--- src/rtl/flash_seq_pkg.sv ---
package flash_seq_pkg;
  localparam int OPC_BITS  = 8;
  localparam int BYTE_BITS = 8;
  localparam int MAX_BYTES = 8;
  localparam int DATA_W    = MAX_BYTES * BYTE_BITS;
  localparam int ADDR_W    = 32;
  localparam int CNT_W     = $clog2(DATA_W) + 1;
  localparam int IDX_W     = $clog2(DATA_W);

  typedef enum logic [2:0] {
    PH_IDLE  = 3'd0,
    PH_OPC   = 3'd1,
    PH_ADDR  = 3'd2,
    PH_DUMMY = 3'd3,
    PH_WDATA = 3'd4,
    PH_RDATA = 3'd5
  } phase_e;

  // Field positions are decoded by software; keep them fixed.
  typedef struct packed {
    logic [7:0] opcode;   // 31:24
    logic       rd_en;    // 23
    logic [2:0] rd_nm1;   // 22:20
    logic       adr_en;   // 19
    logic       rsv_a;    // 18
    logic [1:0] adr_nm1;  // 17:16
    logic       wr_en;    // 15
    logic [2:0] wr_nm1;   // 14:12
    logic [4:0] dummy;    // 11:7
    logic [4:0] rsv_b;    // 6:2
    logic       busy_ro;  // 1
    logic       go;       // 0
  } cmd_t;

  function automatic logic [CNT_W-1:0] phase_bits(phase_e p, cmd_t c);
    case (p)
      PH_OPC:   return CNT_W'(OPC_BITS);
      PH_ADDR:  return c.adr_en ? CNT_W'((int'(c.adr_nm1) + 1) * BYTE_BITS) : '0;
      PH_DUMMY: return CNT_W'(c.dummy);
      PH_WDATA: return c.wr_en ? CNT_W'((int'(c.wr_nm1) + 1) * BYTE_BITS) : '0;
      PH_RDATA: return c.rd_en ? CNT_W'((int'(c.rd_nm1) + 1) * BYTE_BITS) : '0;
      default:  return '0;
    endcase
  endfunction

  function automatic phase_e next_phase(phase_e cur, cmd_t c);
    phase_e r = PH_IDLE;
    for (int p = int'(PH_RDATA); p > int'(cur); p--) begin
      if (phase_bits(phase_e'(p), c) != '0) r = phase_e'(p);
    end
    return r;
  endfunction
endpackage

--- src/rtl/fcs_ctrl.sv ---
module fcs_ctrl
  import flash_seq_pkg::*;
(
  input  logic             clk,
  input  logic             rst_n,
  input  logic             start,
  input  cmd_t             cfg,
  output phase_e           phase,
  output logic [CNT_W-1:0] bitcnt,
  output logic             last_bit,
  output logic             busy
);
  phase_e phase_nxt;

  assign busy      = (phase != PH_IDLE);
  assign last_bit  = busy && (bitcnt == phase_bits(phase, cfg) - CNT_W'(1));
  assign phase_nxt = next_phase(phase, cfg);

  always_ff @(posedge clk) begin
    if (!rst_n) begin
      phase  <= PH_IDLE;
      bitcnt <= '0;
    end else if (!busy) begin
      if (start) begin
        phase  <= PH_OPC;
        bitcnt <= '0;
      end
    end else if (last_bit) begin
      phase  <= phase_nxt;
      bitcnt <= '0;
    end else begin
      bitcnt <= bitcnt + CNT_W'(1);
    end
  end

  p_start_opcode_r2: assert property (@(posedge clk) disable iff (!rst_n)
    (start && !busy) |=> (phase == PH_OPC && bitcnt == '0));
  p_forward_only_r8: assert property (@(posedge clk) disable iff (!rst_n)
    busy |=> (phase == PH_IDLE || phase >= $past(phase)));
  p_no_abort_r10: assert property (@(posedge clk) disable iff (!rst_n)
    (busy && !last_bit) |=> busy);
  p_cnt_in_phase_r8: assert property (@(posedge clk) disable iff (!rst_n)
    busy |-> (bitcnt < phase_bits(phase, cfg)));
endmodule

--- src/rtl/fcs_tx.sv ---
module fcs_tx
  import flash_seq_pkg::*;
(
  input  logic             clk,
  input  logic             rst_n,
  input  logic             capture,
  input  logic [7:0]       op_in,
  input  logic [ADDR_W-1:0] addr_in,
  input  logic [DATA_W-1:0] wdata_in,
  input  phase_e           phase,
  input  logic [CNT_W-1:0] bitcnt,
  input  logic [CNT_W-1:0] addr_bits,
  output logic             mosi
);
  logic [7:0]        op_q;
  logic [ADDR_W-1:0] addr_q;
  logic [DATA_W-1:0] wd_q;
  logic [IDX_W-1:0]  idx;
  logic [CNT_W-1:0]  aidx;

  always_ff @(posedge clk) begin
    if (!rst_n) begin
      op_q   <= '0;
      addr_q <= '0;
      wd_q   <= '0;
    end else if (capture) begin
      op_q   <= op_in;
      addr_q <= addr_in;
      wd_q   <= wdata_in;
    end
  end

  // Byte k, bit 7-j: MSB first within byte, byte 0 first.
  assign idx  = {IDX_W'(bitcnt) >> 3, ~bitcnt[2:0]} ;
  assign aidx = addr_bits - CNT_W'(1) - bitcnt;

  always_comb begin
    case (phase)
      PH_OPC:   mosi = op_q[~bitcnt[2:0]];
      PH_ADDR:  mosi = addr_q[aidx[4:0]];
      PH_WDATA: mosi = wd_q[idx];
      default:  mosi = 1'b0;
    endcase
  end

  p_dummy_quiet_r5: assert property (@(posedge clk) disable iff (!rst_n)
    (phase == PH_DUMMY) |-> !mosi);
  p_capture_hold_r6: assert property (@(posedge clk) disable iff (!rst_n)
    (phase != PH_IDLE) |=> $stable(wd_q));
endmodule

--- src/rtl/fcs_rx.sv ---
module fcs_rx
  import flash_seq_pkg::*;
(
  input  logic             clk,
  input  logic             rst_n,
  input  logic             clear,
  input  phase_e           phase,
  input  logic [CNT_W-1:0] bitcnt,
  input  logic             miso,
  output logic [DATA_W-1:0] rdata
);
  logic [IDX_W-1:0] widx;

  assign widx = {IDX_W'(bitcnt) >> 3, ~bitcnt[2:0]};

  always_ff @(posedge clk) begin
    if (!rst_n) begin
      rdata <= '0;
    end else if (clear) begin
      rdata <= '0;
    end else if (phase == PH_RDATA) begin
      rdata[widx] <= miso;
    end
  end

  p_rx_sample_r7: assert property (@(posedge clk) disable iff (!rst_n)
    (phase == PH_RDATA) |=> (rdata[$past(widx)] == $past(miso)));
  p_rx_hold_r12: assert property (@(posedge clk) disable iff (!rst_n)
    (phase != PH_RDATA && !clear) |=> $stable(rdata));
endmodule

--- src/rtl/flash_cmd_seq.sv ---
module flash_cmd_seq
  import flash_seq_pkg::*;
(
  input  logic        clk,
  input  logic        rst_n,
  input  logic        cmd_wr,
  input  logic [31:0] cmd_wdata,
  output logic [31:0] cmd_rdata,
  input  logic [31:0] addr_in,
  input  logic [31:0] wdata_lo,
  input  logic [31:0] wdata_hi,
  output logic [31:0] rdata_lo,
  output logic [31:0] rdata_hi,
  output logic        spi_sclk_en,
  output logic        spi_cs_n,
  output logic        spi_mosi,
  input  logic        spi_miso
);
  cmd_t             cmd_q;
  cmd_t             cmd_in;
  phase_e           phase;
  logic [CNT_W-1:0] bitcnt;
  logic             last_bit;
  logic             busy;
  logic             wr_accept;
  logic             start_evt;
  logic             rx_clear;
  logic [DATA_W-1:0] rx_word;

  assign cmd_in    = cmd_t'(cmd_wdata);
  assign wr_accept = cmd_wr && !busy;
  assign start_evt = wr_accept && cmd_in.go;
  assign rx_clear  = start_evt && cmd_in.rd_en;

  always_ff @(posedge clk) begin
    if (!rst_n)         cmd_q <= '0;
    else if (wr_accept) cmd_q <= cmd_in;
  end

  fcs_ctrl u_ctrl (
    .clk(clk), .rst_n(rst_n), .start(start_evt), .cfg(cmd_q),
    .phase(phase), .bitcnt(bitcnt), .last_bit(last_bit), .busy(busy)
  );

  fcs_tx u_tx (
    .clk(clk), .rst_n(rst_n), .capture(start_evt), .op_in(cmd_in.opcode),
    .addr_in(addr_in), .wdata_in({wdata_hi, wdata_lo}),
    .phase(phase), .bitcnt(bitcnt), .addr_bits(phase_bits(PH_ADDR, cmd_q)),
    .mosi(spi_mosi)
  );

  fcs_rx u_rx (
    .clk(clk), .rst_n(rst_n), .clear(rx_clear), .phase(phase),
    .bitcnt(bitcnt), .miso(spi_miso), .rdata(rx_word)
  );

  assign rdata_lo    = rx_word[31:0];
  assign rdata_hi    = rx_word[63:32];
  assign cmd_rdata   = {cmd_q[31:2], busy, 1'b0};
  assign spi_cs_n    = !busy;
  assign spi_sclk_en = busy;

  p_ignore_busy_wr_r10: assert property (@(posedge clk) disable iff (!rst_n)
    (busy && cmd_wr) |=> $stable(cmd_q));
  p_no_go_no_start_r11: assert property (@(posedge clk) disable iff (!rst_n)
    (!busy && !(cmd_wr && cmd_wdata[0])) |=> !busy);
  p_release_r9: assert property (@(posedge clk) disable iff (!rst_n)
    (last_bit && next_phase(phase, cmd_q) == PH_IDLE) |=> spi_cs_n);
endmodule

--- config.mk ---
export PLATFORM = sky130hd
export DESIGN_NAME = flash_cmd_seq
export DESIGN_NICKNAME = d
export VERILOG_FILES = /design/src/rtl/flash_seq_pkg.sv /design/src/rtl/fcs_ctrl.sv /design/src/rtl/fcs_tx.sv /design/src/rtl/fcs_rx.sv /design/src/rtl/flash_cmd_seq.sv
export SDC_FILE = /design/constraint.sdc
export NUM_CORES = 1
export LEC_CHECK = 0
export BUFFER_PORTS_ARGS = -buffer_cell sky130_fd_sc_hd__buf_4
export CAP_MARGIN = 5
export CORE_MARGIN = 8
export CORE_UTILIZATION = 57
export DETAILED_ROUTE_END_ITERATION = 10
export PLACE_DENSITY_LB_ADDON = 0.05
export SETUP_SLACK_MARGIN = 0.2
export SLEW_MARGIN = 20
export SYNTH_ARGS = -nofsm -noshare
export SYNTH_HDL_FRONTEND = slang
export SYNTH_HIERARCHICAL = 1
export SYNTH_SLANG_ARGS = --single-unit
--- constraint.sdc ---
create_clock -name clk -period 8 [get_ports clk]
set_clock_uncertainty 0.05 [all_clocks]
set_input_delay 1.6 -clock clk [delete_from_list [all_inputs] [get_ports clk]]
set_output_delay 1.6 -clock clk [all_outputs]
set_load 0.005 [all_outputs]
Yosys cells after proc, flatten, opt, wreduce, memory -nomap -nowiden --
Cells that the tools add are included.
Storage, ports and cells: bits in registers 208, input port bits 132, output and inout port bits 99, word-level logic and storage cells 102
Operators by class: add/subtract/negate cells 7, magnitude comparators 9, eq/ne operators 7, multiplexer cells 46, bitwise operators 2, reductions and logical operators 15
Operator list (number):
- $mux W7 | 20
- $bwmux W64 | 1
- $mux W3 | 14
- $pmux W7 S5 | 1
- $reduce_bool A7 Y1 | 5
- $add A3 B1 Y4 const B | 2
- $add A7 B1 Y7 const B | 1
- $eq A7 B7 Y1 | 1
- $lt A6 B7 Y1 const B | 1
- $sub A7 B1 Y7 const B | 1
- $bmux W1 S6 | 1
- $demux W1 S6 | 1
- $eq A3 B2 Y1 const B | 2
- $eq A3 B3 Y1 const B | 2
- $ge A6 B1 Y1 const B | 1
- $gt A2 B3 Y1 const A | 2
- $gt A3 B3 Y1 const A | 2
- $lt A5 B6 Y1 const B | 1
- $mux W6 | 1
- $bmux W1 S5 | 1
- $logic_and A1 B1 Y1 | 5
- $sub A5 B1 Y5 const B | 1
- $sub A5 B5 Y5 | 1
- $lt A3 B4 Y1 const B | 1
- 14 further kinds | 17

Longest topological paths before layout --
Gate-level depths: netlist of run 1.
depth in word-level cells 17, depth in mapped cells 13, depth with buffers taken out 11

Hierarchy --
The synthesis of run 1 kept the hierarchy.
By module, submodules not included:
- fcs_tx | instances 1, cells each 420, area each 4989.8 µm², seq. area each 2082.0 µm²
- fcs_rx | instances 1, cells each 306, area each 2855.2 µm², seq. area each 1281.2 µm²
- flash_cmd_seq | instances 1, cells each 180, area each 1605.3 µm², seq. area each 640.6 µm²
- fcs_ctrl | instances 1, cells each 161, area each 1194.9 µm², seq. area each 200.2 µm²

Worst setup path after synthesis of run 1 --
No wires, ideal clock.
path kind reg2out, start point reg u_ctrl.bitcnt[1], end point out spi_mosi, data arrival time 2.778 ns, required time 6.350 ns, path slack 3.572 ns, cell stages (with the launch flop) 11, path buffers 3, cell sequence dfxtp_1 -> buf_6 -> buf_8 -> inv_1 -> fa_1 -> clkbuf_1 -> mux4_2 -> nor2b_1 -> a2111oi_1 -> nor4b_1 -> a211o_1
On the way: cells in the longest elaborated chain, start to end 4, elaborated cells between the ends (all ways) 9, classes of those cells 1 x add/sub; 7 x mux; 1 x bitwise
Ends and longest elaborated chain:
- from (decl) | line fcs_ctrl.sv:9 | output logic [CNT_W-1:0] bitcnt,
- from (signal assigned) | line fcs_ctrl.sv:32 | bitcnt <= bitcnt + CNT_W'(1);
- $sub A5 B5 Y5 / $not A3 Y3 (equally long branches) | line fcs_tx.sv:35, fcs_tx.sv:34, fcs_tx.sv:39
- $bmux W1 S5, or another cell as far along | line fcs_tx.sv:40 | PH_ADDR: mosi = addr_q[aidx[4:0]];
- $mux W1, on equally long branches | line fcs_tx.sv:40, fcs_tx.sv:39, fcs_tx.sv:41
- $pmux W1 S3 (*) | line fcs_tx.sv:38 | case (phase)
- to (decl) | line flash_cmd_seq.sv:16 | output logic spi_mosi,
Every way passes the cells marked *; elsewhere a longest branch is shown, timed or not. The select of a mux whose other input is x is not followed.

Worst setup path in the final report of run 1 --
Ends and elaborated chain as after synthesis.

==> metrics, run 1 <==
final wirelength 25.5 mm; Syn Inst Count 1057; CTS resizes 0; Die X 152 µm; Root Driver clkbuf_16; FP Rows 49; # diodes 0; period utilisation layout 0.691; Layout area overhead 20.1%; mapped cell area 10600 µm²; Critical Path RT 6.35 ns; Crit Path Class reg -> out; die area 23100 µm²; fin. max-slew vios 0; outcome finished clean; TNS Setup 0 ns; initial antenna violation count 1; worst-skew pair later-pin latency 0.51 ns; ANT nets after route 0; Vias 7888; first-pass GRT wire length 40.7 mm; TritonCTS clock tree built; Max Cap Violations 0; largest net degree at the start of global routing 132; Avg Cell Area, Syn 9.99 µm²; deepest clock path buffer count 3; initial core utilization 0.584; CP Capture Type output pin; Final Hold Fails 0; dpl hpwl 17.1 mm; Avg WL per Cell 17.6 µm; Pleak 5.58 nW; design area 12700 µm²; placed cell areas 11900 µm²; fmax 0.181 GHz; Top-Level Pins 231; setup repair after global routing missed its margin false; Period minus WS final 5.53 ns; final setup violation count 0; gr usage total 0.210; worst rel slew slack 0.244; crit-path max FO 30; GPL Wtd Cong 0.784; Worst IR Drop VDD 181 µV; Core ar. 18100 µm²; Initial DRC Count 482; fin cells 1445; TritonCTS Sinks 208; routed vias/inst 5.46; Final nets 1348; Worst Hold Class reg -> reg; pwr/cell area 196 nW/µm²; clock slew at reported path FFs 0.05 ns; Post-route DRC 0; total grt overflow 0; layout cell share with drive strength beyond 1 0.252; die span in y 152 µm; CTS Buf Count 23; Yosys Warn Count 6; CP Launch Type flip-flop; number of global-route vias before repair 7735; I/O Buffers 228; hold_buf cts 0; dpl cells 1409; worst slew pin tran 1.13 ns; H-tree depth 1; postcts setup bufs 0; 1st-pass router iterations 5; Arr. time, crit path 3.88 ns
==> through the flow <==
| stage | total power, W | setup slack, ns | utilization | hold slack [ns] |
|---|---|---|---|---|
| 6_report | 0.00248 | 2.47 | 0.701 | 0.407 |
| 5_1_grt | 0.00258 | 2.29 | 0.701 | 0.423 |
| 4_1_cts | 0.00251 | 2.45 | 0.701 | 0.411 |
| 3_5_place_dp | 0.00141 | 3.00 | 0.658 | 0.397 |
| 3_3_place_gp | 0.00140 | 2.98 | 0.658 | 0.392 |
| 2_1_floorplan | 0.00132 | 3.57 | - | 0.385 |
==> flip-flops by register name (all words and copies together) (netlist names) <==
register       count
u_tx/wd_q         64
u_ctrl/phase       3
cmd_rdata         30
u_tx/op_q          8
u_tx/addr_q       32
u_rx/rdata        64
u_ctrl/bitcnt      7
==> layout make-up <==
| cell class | count | area [µm²] |
|---|---|---|
| Clock buffer | 31 | 656 |
| Clock inverter | 5 | 125 |
| Fill cell | 1445 | 5400 |
| Inverter | 12 | 45.0 |
| Multi-Input combinational cell | 726 | 5650 |
| Sequential cell | 208 | 4170 |
| Tap cell | 229 | 287 |
| Timing Repair Buffer | 234 | 1760 |
==> per-layer routing <==
metal  vias up  global-route usage  wire [µm]
met3        31              0.0499       1520
met4         2              0.0495        496
li1       3936                   -          -
met2       215               0.342      12000
met1      3704               0.276      11400
met5         -                   0         13
==> placed cells by master, fill, tap and decap left out, types with 3 or more instances in the layout <==
cell,n
nor2_1,12
conb_1,5
bufinv_16,4
mux4_1,12
clkbuf_16,23
xor2_1,3
ha_1,10
nand3_1,77
dfxtp_1,207
and3_1,4
a31oi_1,7
nand2_1,140
nor3_1,6
mux2_2,6
mux4_2,12
and3b_1,7
o21ai_0,12
or3_1,3
nor4b_1,3
xnor2_1,6
o22ai_1,3
nor3b_4,5
nand2b_1,6
and2_1,4
clkbuf_1,3
nor2b_1,108
nand3b_1,3
inv_1,11
a21o_1,3
mux2i_1,212
buf_4,234
a21oi_1,8
clkbuf_8,5
==> worst max-delay path, stage by stage (launching register included) <==
cell and delay, ns:
dfxtp_2 0.89, inv_1 0.20, fa_1 0.71, mux4_2 0.36, nor2b_1 0.15, a2111oi_1 0.51
nor4b_1 0.10, a211o_1 0.31, buf_4 0.15
==> path summary, 6_finish.rpt <==
path                                                    start                         end  slack (ns)  cells past startpoint
worst max-delay path            u_ctrl/bitcnt[1]$_SDFFE_PN0P_                    spi_mosi        2.47                      8
worst min-delay path               cmd_rdata[25]$_SDFFE_PN0P_  cmd_rdata[25]$_SDFFE_PN0P_        0.41                      2
worst max register to register   u_ctrl/phase[0]$_SDFFE_PN0P_  u_tx/wd_q[47]$_SDFFE_PN0P_        3.42                      7
worst min register to register     cmd_rdata[25]$_SDFFE_PN0P_  cmd_rdata[25]$_SDFFE_PN0P_        0.41                      2
==> power breakdown <==
part	internal, W	leakage, nW	switching [W]
Combinational	0.000152	3.50	0.000128
Clock	0.000695	0.383	0.000406
Sequential	0.00108	1.69	0.0000279
Total	0.00192	5.58	0.000562
Note: power is estimated with default switching activity, not from simulation.
==> run 2, diff against run 1 <==
- CORE_UTILIZATION: 57 -> 50
- clock period: 8 -> 4.9 ns (I/O delays scaled with it)
==> run 2 against run 1 <==
Against the previous run:
- register-to-register slack worse by 2.0 ns
- hold slack better by 0.00067 ns
- total power is 59% higher
- cell area is 0.85% higher
- worst setup slack worse by 1.8 ns
- non-clock buffer count is 7 higher
- die area is 12% higher
- critical path depth stayed put
- critical endpoint unchanged
- sequential share of layout area is 0.28 points lower
- global-route usage is 2.1 points lower
- sequential power is 64% higher
- via count is 0.80% lower
==> metrics, run 2 (same netlist as run 1, synthesis figures left out) <==
setup repair after global routing missed its margin false (unchanged); Vias 7825 (was 7888); Die X 161 µm (was 152 µm); reg2reg path depth 11 (was 7); final wirelength 25.6 mm (was 25.5 mm); Top-Level Pins 231 (unchanged); fin. max-slew vios 0 (unchanged); Multi-input gate area 5650 µm² (about the same); TritonCTS Sinks 208 (unchanged); total grt overflow 0 (unchanged); design area 12800 µm² (was 12700 µm²); TNS Setup 0 ns (unchanged); die area 26000 µm² (was 23100 µm²); Critical Path RT 3.87 ns (was 6.35 ns); Final nets 1356 (was 1348); routed vias/inst 5.20 (was 5.46); CP Capture Type output pin (unchanged); gr usage total 0.189 (was 0.210); fill count 1847 (was 1445); Register Area 4170 µm² (unchanged); initial antenna violation count 1 (unchanged); GPL Wtd Cong 0.744 (was 0.784); Crit Path Class reg -> out (unchanged); Clk network pwr share 0.427 (was 0.443); Worst Hold Class reg -> reg (unchanged); postcts setup bufs 0 (unchanged); Critical Path Slowest Stage Cell mux4_2 (was dfxtp_2); H-tree depth 1 (unchanged); deepest clock path buffer count 3 (unchanged); pwr/cell area 309 nW/µm² (was 196 nW/µm²); 1st-pass router iterations 4 (was 5); TritonCTS clock tree built (unchanged); commonest non-fill, non-tap cell in the layout buf_4 (unchanged); most frequent cells in the layout 239 x buf_4, 212 x mux2i_1, 207 x dfxtp_1, 140 x nand2_1, 108 x nor2b_1 (was 234 x buf_4, 212 x mux2i_1, 207 x dfxtp_1, 140 x nand2_1, 108 x nor2b_1); Post-route DRC 0 (unchanged); CTS resizes 0 (unchanged); fin cells 1504 (was 1445); Initial DRC Count 339 (was 482); Period minus WS final 4.20 ns; ANT nets after route 0 (unchanged); Hold Crit Depth 2 (unchanged); switching pwr 0.000939 W (was 0.000562 W); dpl hpwl 17.3 mm (was 17.1 mm); Crit path buffers/inverters 2 (unchanged); internal power 0.00301 W (was 0.00192 W); CP Launch Type flip-flop (unchanged); # diodes 0 (unchanged); dpl cells 1461 (was 1409); Avg WL per Cell 17.0 µm (was 17.6 µm); Pleak 5.62 nW (was 5.58 nW); Final Hold Fails 0 (unchanged); Switching Share 0.238 (was 0.226); Root Driver clkbuf_16 (unchanged); FP Rows 53 (was 49); final core utilization 0.612 (was 0.701); clock slew at reported path FFs 0.06 ns (was 0.05 ns); Core ar. 20900 µm² (was 18100 µm²); Arr. time, crit path 3.17 ns (was 3.88 ns); crit-path max FO 8 (was 30); number of global-route vias before repair 7807 (was 7735); Max Cap Violations 0 (unchanged); outcome finished clean (unchanged); I/O Buffers 228 (unchanged); worst rel slew slack 0.411 (was 0.244); Top Family by Delay on Critical Path compound AO/OA/AOI/OAI gates (was flip-flops); Largest regs u_rx/rdata (64), u_tx/wd_q (64), u_tx/addr_q (32) (unchanged); critical-path cell list inv_1 -> ha_1 -> mux4_2 -> nor2b_1 -> a2111oi_1 -> nor4b_1 -> a211o_1 -> buf_4 (was inv_1 -> fa_1 -> mux4_2 -> nor2b_1 -> a2111oi_1 -> nor4b_1 -> a211o_1 -> buf_4); largest net degree at the start of global routing 129 (was 132); largest stage delay on the critical path 0.55 ns (was 0.89 ns); Logic pwr share 0.117 (was 0.113); first-pass GRT wire length 41.2 mm (was 40.7 mm); hold_buf cts 0 (unchanged); die span in y 161 µm (was 152 µm); initial core utilization 0.506 (was 0.584); CTS Buf Count 24 (was 23); worst slew pin tran 0.882 ns (was 1.13 ns); fmax 0.238 GHz; final setup violation count 0 (unchanged); worst-skew pair later-pin latency 0.51 ns (about the same); Worst IR Drop VDD 270 µV (was 181 µV); placed cell areas 12000 µm² (was 11900 µm²); layout cell share with drive strength beyond 1 0.257 (was 0.252); WP depth 8 (unchanged); Layout area overhead 21.1% (was 20.1%); Reg power frac 0.456 (was 0.444); period utilisation layout 0.857
[run 2: layer usage]
layer  GRT usage  wire [µm]  vias to the layer above
met4      0.0421        470                        2
met5           0         12                        -
met3      0.0494       1600                       35
met2       0.298      11500                      188
li1            -          -                     3960
met1       0.255      12000                     3640
[run 2: worst reg2reg max path: stages, from the launching register on]
cell	delay, ns
dfxtp_1	0.74
and3b_1	0.42
nand2_1	0.09
ha_1	0.26
xor3_1	0.37
o32ai_1	0.14
a32o_1	0.16
nand2_1	0.08
a311oi_2	0.23
o21ai_2	0.26
or3_1	0.43
a31oi_1	0.16
[run 2: path summary, 6_finish.rpt]
path | startpoint | endpoint | slack, ns
worst min register to register | cmd_rdata[29]$_SDFFE_PN0P_ | cmd_rdata[29]$_SDFFE_PN0P_ | 0.41
worst max-delay path | u_ctrl/bitcnt[0]$_SDFFE_PN0P_ | spi_mosi | 0.70
worst min-delay path | cmd_rdata[29]$_SDFFE_PN0P_ | cmd_rdata[29]$_SDFFE_PN0P_ | 0.41
worst max register to register | u_ctrl/phase[1]$_SDFFE_PN0P_ | u_ctrl/phase[0]$_SDFFE_PN0P_ | 1.45
[run 2: per-stage QoR]
stage	hold slack [ns]	worst slack, ns	total power, W
final	0.408	0.702	0.00395
after global routing	0.427	0.439	0.00412
after CTS	0.413	0.641	0.00400
after detailed placement	0.402	1.19	0.00230
after global placement	0.393	1.22	0.00230
after floorplan	0.385	1.09	0.00215
[run 2: power by group through the flow]
stage,Clock [W],Combinational (W),Sequential [W]
2_1_floorplan,0,0.000332,0.00182
3_3_place_gp,0,0.000462,0.00183
3_5_place_dp,0,0.000465,0.00184
4_1_cts,0.00173,0.000466,0.00180
5_1_grt,0.00180,0.000507,0.00181
6_report,0.00169,0.000464,0.00180
[run 2: area by class of cell]
cell class	instances	share of cell area
inverter	12	0.00352
tap	275	0.0269
timing repair buffer	241	0.144
clock buffer	36	0.0561
multi-input combinational	726	0.442
clock inverter	6	0.00235
sequential	208	0.326
